--- src/rtl/bac_pkg.sv ---
package bac_pkg;
  typedef enum logic [1:0] {
    SEL_HOLD = 2'd0,
    SEL_STEP = 2'd1,
    SEL_LOAD = 2'd2,
    SEL_ZERO = 2'd3
  } sel_e;

  // Priority: clear over load over step over hold.
  function automatic sel_e decode_sel(input logic clr_n, input logic load_n,
                                      input logic step_n);
    if (!clr_n)       return SEL_ZERO;
    else if (!load_n) return SEL_LOAD;
    else if (!step_n) return SEL_STEP;
    else              return SEL_HOLD;
  endfunction
endpackage

--- src/rtl/bac_ctrl_capture.sv ---
module bac_ctrl_capture
  import bac_pkg::*;
#(
  parameter int ADDR_W = 14
) (
  input  logic              clk,
  input  logic              rst,
  input  logic [ADDR_W-1:0] ext_addr,
  input  logic              clr_n,
  input  logic              load_n,
  input  logic              step_n,
  output sel_e              sel_q,
  output logic [ADDR_W-1:0] ext_q
);
  always_ff @(posedge clk) begin
    if (rst) begin
      sel_q <= SEL_HOLD;
      ext_q <= '0;
    end else begin
      sel_q <= decode_sel(clr_n, load_n, step_n);
      ext_q <= ext_addr;
    end
  end
endmodule

--- src/rtl/bac_next_addr.sv ---
module bac_next_addr
  import bac_pkg::*;
#(
  parameter int ADDR_W = 14
) (
  input  sel_e              sel,
  input  logic [ADDR_W-1:0] ext,
  input  logic [ADDR_W-1:0] prev,
  output logic [ADDR_W-1:0] cur
);
  localparam logic [ADDR_W-1:0] ONE = ADDR_W'(1);

  logic [ADDR_W-1:0] inc;
  // Natural modulo-2^ADDR_W wrap.
  assign inc = prev + ONE;

  always_comb begin
    unique case (sel)
      SEL_ZERO: cur = '0;
      SEL_LOAD: cur = ext;
      SEL_STEP: cur = inc;
      default:  cur = prev;
    endcase
  end
endmodule

--- src/rtl/bac_hold_reg.sv ---
module bac_hold_reg #(
  parameter int ADDR_W = 14
) (
  input  logic              clk,
  input  logic              rst,
  input  logic [ADDR_W-1:0] d,
  output logic [ADDR_W-1:0] q
);
  always_ff @(posedge clk) begin
    if (rst) q <= '0;
    else     q <= d;
  end
endmodule

--- src/rtl/burst_addr_gen.sv ---
module burst_addr_gen
  import bac_pkg::*;
#(
  parameter int ADDR_W = 14
) (
  input  logic              clk,
  input  logic              rst,
  input  logic [ADDR_W-1:0] ext_addr,
  input  logic              clr_n,
  input  logic              load_n,
  input  logic              step_n,
  output logic [ADDR_W-1:0] addr_out
);
  sel_e              sel_q;
  logic [ADDR_W-1:0] ext_q;
  logic [ADDR_W-1:0] prev_q;
  logic [ADDR_W-1:0] cur;

  bac_ctrl_capture #(.ADDR_W(ADDR_W)) u_cap (
    .clk(clk), .rst(rst), .ext_addr(ext_addr), .clr_n(clr_n),
    .load_n(load_n), .step_n(step_n), .sel_q(sel_q), .ext_q(ext_q)
  );

  bac_next_addr #(.ADDR_W(ADDR_W)) u_nxt (
    .sel(sel_q), .ext(ext_q), .prev(prev_q), .cur(cur)
  );

  bac_hold_reg #(.ADDR_W(ADDR_W)) u_hold (
    .clk(clk), .rst(rst), .d(cur), .q(prev_q)
  );

  assign addr_out = cur;

  // clear gives zero next cycle
  a_r2_clear_zero: assert property (@(posedge clk) disable iff (rst)
    !clr_n |=> addr_out == '0);

  // load takes the sampled external address
  a_r3_load_ext: assert property (@(posedge clk) disable iff (rst)
    (clr_n && !load_n) |=> addr_out == $past(ext_addr));

  // step adds one, wrapping
  a_r4_step_inc: assert property (@(posedge clk) disable iff (rst)
    (clr_n && load_n && !step_n) |=>
      addr_out == ADDR_W'($past(addr_out) + 1'b1));

  // idle controls keep the address
  a_r5_hold: assert property (@(posedge clk) disable iff (rst)
    (clr_n && load_n && step_n) |=> $stable(addr_out));

  // reset forces zero
  a_r1_reset_zero: assert property (@(posedge clk)
    rst |=> addr_out == '0);
endmodule

--- config.mk ---
export PLATFORM = sky130hd
export DESIGN_NAME = burst_addr_gen
export DESIGN_NICKNAME = d
export VERILOG_FILES = /design/src/rtl/bac_pkg.sv /design/src/rtl/bac_ctrl_capture.sv /design/src/rtl/bac_next_addr.sv /design/src/rtl/bac_hold_reg.sv /design/src/rtl/burst_addr_gen.sv
export SDC_FILE = /design/constraint.sdc
export NUM_CORES = 1
export LEC_CHECK = 0
export ABC_AREA = 1
export BUFFER_PORTS_ARGS = -buffer_cell sky130_fd_sc_hd__buf_2
export CAP_MARGIN = 20
export CORE_ASPECT_RATIO = 1.1
export CORE_UTILIZATION = 56
export CTS_BUF_LIST = sky130_fd_sc_hd__clkbuf_4 sky130_fd_sc_hd__clkbuf_8
export DETAILED_ROUTE_END_ITERATION = 8
export PLACE_DENSITY = 0.81
export SLEW_MARGIN = 5
export SYNTH_ARGS = -nofsm -noshare
export SYNTH_HDL_FRONTEND = slang
export SYNTH_SLANG_ARGS = --single-unit
export TNS_END_PERCENT = 50
--- constraint.sdc ---
create_clock -name clk -period 1.62 [get_ports clk]
set_clock_uncertainty 0.2 [all_clocks]
set_input_delay 0.162 -clock clk [delete_from_list [all_inputs] [get_ports clk]]
set_output_delay 0.162 -clock clk [all_outputs]
set_load 0.01 [all_outputs]
==> results.toml <==
[critical_path]
crit_type = "flip-flop to output pin"
cp.arrival_ns = 1.69
cp-end-kind = "output pin"
path_max_fanout = 6
r2r_setup_slack_ns = -0.21
worstSetupStartpointType = "flip-flop"
cp.required_ns = 1.26

[yosys]
yosys_warnings = 0
synthDistinctLibCells = 25
ys_seq_elements = 30
syn_area_sq_mm = 0.00151
syn_inst = 218
synthesis.nets = 238
syn_avg_cell_area_sq_um = 6.94
ys_seq_area_frac = 0.397

[power]
ir_worst_vdd_v = 0.000675
leakagePower_nw = 1.10
powerDensity_mw_per_mm2 = 692
fin_total_pwr_mw = 1.58

[place]
placed_cells = 282
place_ws_ns = -0.0724
portBuffers = 32
placed_area_sq_mm = 0.00173
hpwlAfterDp_um = 2310
gp_congestion = 0.894

[layout]
final_common_cell = "nand2_1"
final_area_sq_mm = 0.00228
antenna_cells = 0
multi_input_comb_area_sq_um = 818
final_core_util = 0.907
final_cell_mix = "nand2_1, inv_1, buf_2"
nFillCells = 112
drive_above_1_share = 0.386
nets = 314
seq_area_sq_um = 619
finalNonFillerCells = 326
synthToLayoutAreaGrowth_pct = 51.0

[timing]
holdWs_ns = 0.0563
slew_violations = 0
fmax_mhz = 486
slew_headroom = 0.773
worst_pin_slew_ns = 0.336
fin_crit_ns = 2.06
hold_viol_final = 0
rsz0062_at_grt = "true"
finalSetupViolations = 17
layout_setup_ws_ns = -0.437
period_share = 1.27
fin_setup_tns_ns = -4.49

[clock_network]
path_clk_slew_ns = 0.11
clock_latency_ns = 0.33
cts_tree = "yes"
cts_buffers = 5
clock_sinks = 30
clockBufferDepth = 2
cts_root_buf = "clkbuf_4"
h-tree-depth = 2

[routing]
drt_pre_antenna_iters = 6
routedWlPerCell_um = 15.3
vias_per_cell = 5.49
wirelength_um = 5000
drt_iter0_markers = 83
vias = 1790
route.detailed.drc = 0
postRouteAntennaNets = 0

[hold_path]
hp-class = "input port to flip-flop"

[grt]
grt_pass1_vias = 1517
grtUsageTotal = 0.319
overflow = 0
grt_max_degree = 20
grt_pass1_wl_um = 6840
antenna_found_initial = 0

[floorplan]
die_y_um = 56.5
die-area_sq_mm = 0.00291
io_pins = 33
rows = 19
initial_utilization = 0.600
coreArea_sq_mm = 0.00252
die_w_um = 51.6

[status]
status = "finished, violations left"
violations = "setup timing"

[job]
cap_viol_max_count = 0
flip-flops by register name, indices dropped and copies added, names as in the netlist:
signal       count
u_cap.sel_q      2
u_cap.ext_q     14
u_hold.q        14
synthesized netlist by cell type, drive strengths merged:
library cell,number,area share
nand4,5,0.021
nand3,15,0.053
o21ai,12,0.040
nand2,55,0.14
a31oi,1,0.0041
and2,1,0.0041
dfxtp,30,0.40
a21oi,14,0.064
inv,43,0.11
nor2,30,0.099
o211ai,1,0.0050
buf,5,0.026
a22o,2,0.012
o21bai,1,0.0074
clkbuf,1,0.0025
o221ai,1,0.0058
ha,1,0.0083
routing by layer:
metal / GRT usage / share of wire / wire [um] / up-vias
met5: 0 / 0 / 0 / -
li1: - / - / - / 829
met2: 0.531 / 0.51 / 2530 / 124
met1: 0.403 / 0.37 / 1830 / 809
met3: 0.0650 / 0.087 / 434 / 28
met4: 0.104 / 0.040 / 199 / 0
final cells by class:
| cell class | instances | area share |
|---|---|---|
| Clock buffer | 6 | 0.0225 |
| Clock inverter | 2 | 0.00548 |
| Inverter | 43 | 0.0739 |
| Multi-Input combinational cell | 139 | 0.358 |
| Sequential cell | 30 | 0.271 |
| Tap cell | 31 | 0.0170 |
| Timing Repair Buffer | 75 | 0.252 |
where the power goes:
part           internal [mW]  switching [mW]  total, mW
Clock                  0.208           0.273      0.481
Sequential             0.772          0.0305      0.803
Combinational          0.141           0.157      0.298
Total                   1.12           0.460       1.58
what timing repair did:
action                     4_1_cts  5_1_grt
setup buffers                    6        8
setup endpoints to repair       16       19
resized for setup               28       22
hold buffers                    22        0
hold endpoints to repair        20        0
pin swaps                        8       15
worst max-delay path, stage by stage (launching register included):
cell and delay, ns:
dfxtp_2 0.37, buf_6 0.13, nand2_8 0.05, nor2_4 0.17
nand2_2 0.11, o21ai_1 0.25, nand2_1 0.12, buf_2 0.15
cells by family (layout without fill, tap and decap cells):
| logic type | count (synthesis) | in the layout | share of synthesized area |
|---|---|---|---|
| adders and majority gates | 1 | 1 | 0.00827 |
| DFF | 30 | 30 | 0.397 |
| AOI/OAI and AO/OA | 32 | 32 | 0.137 |
| and+or+nand+nor | 106 | 106 | 0.322 |
| buffers and inverters | 49 | 126 | 0.136 |
final timing paths:
check / start / end / cells past startpoint
worst min-delay path: rst / u_hold.q[1]$_SDFF_PP0_ / 4
worst max register to register: u_hold.q[1]$_SDFF_PP0_ / u_hold.q[9]$_SDFF_PP0_ / 10
worst max-delay path: u_hold.q[1]$_SDFF_PP0_ / addr_out[7] / 7
worst min register to register: u_cap.ext_q[3]$_SDFF_PP0_ / u_hold.q[3]$_SDFF_PP0_ / 2
No activity file was read; power rests on OpenSTA's default activity.
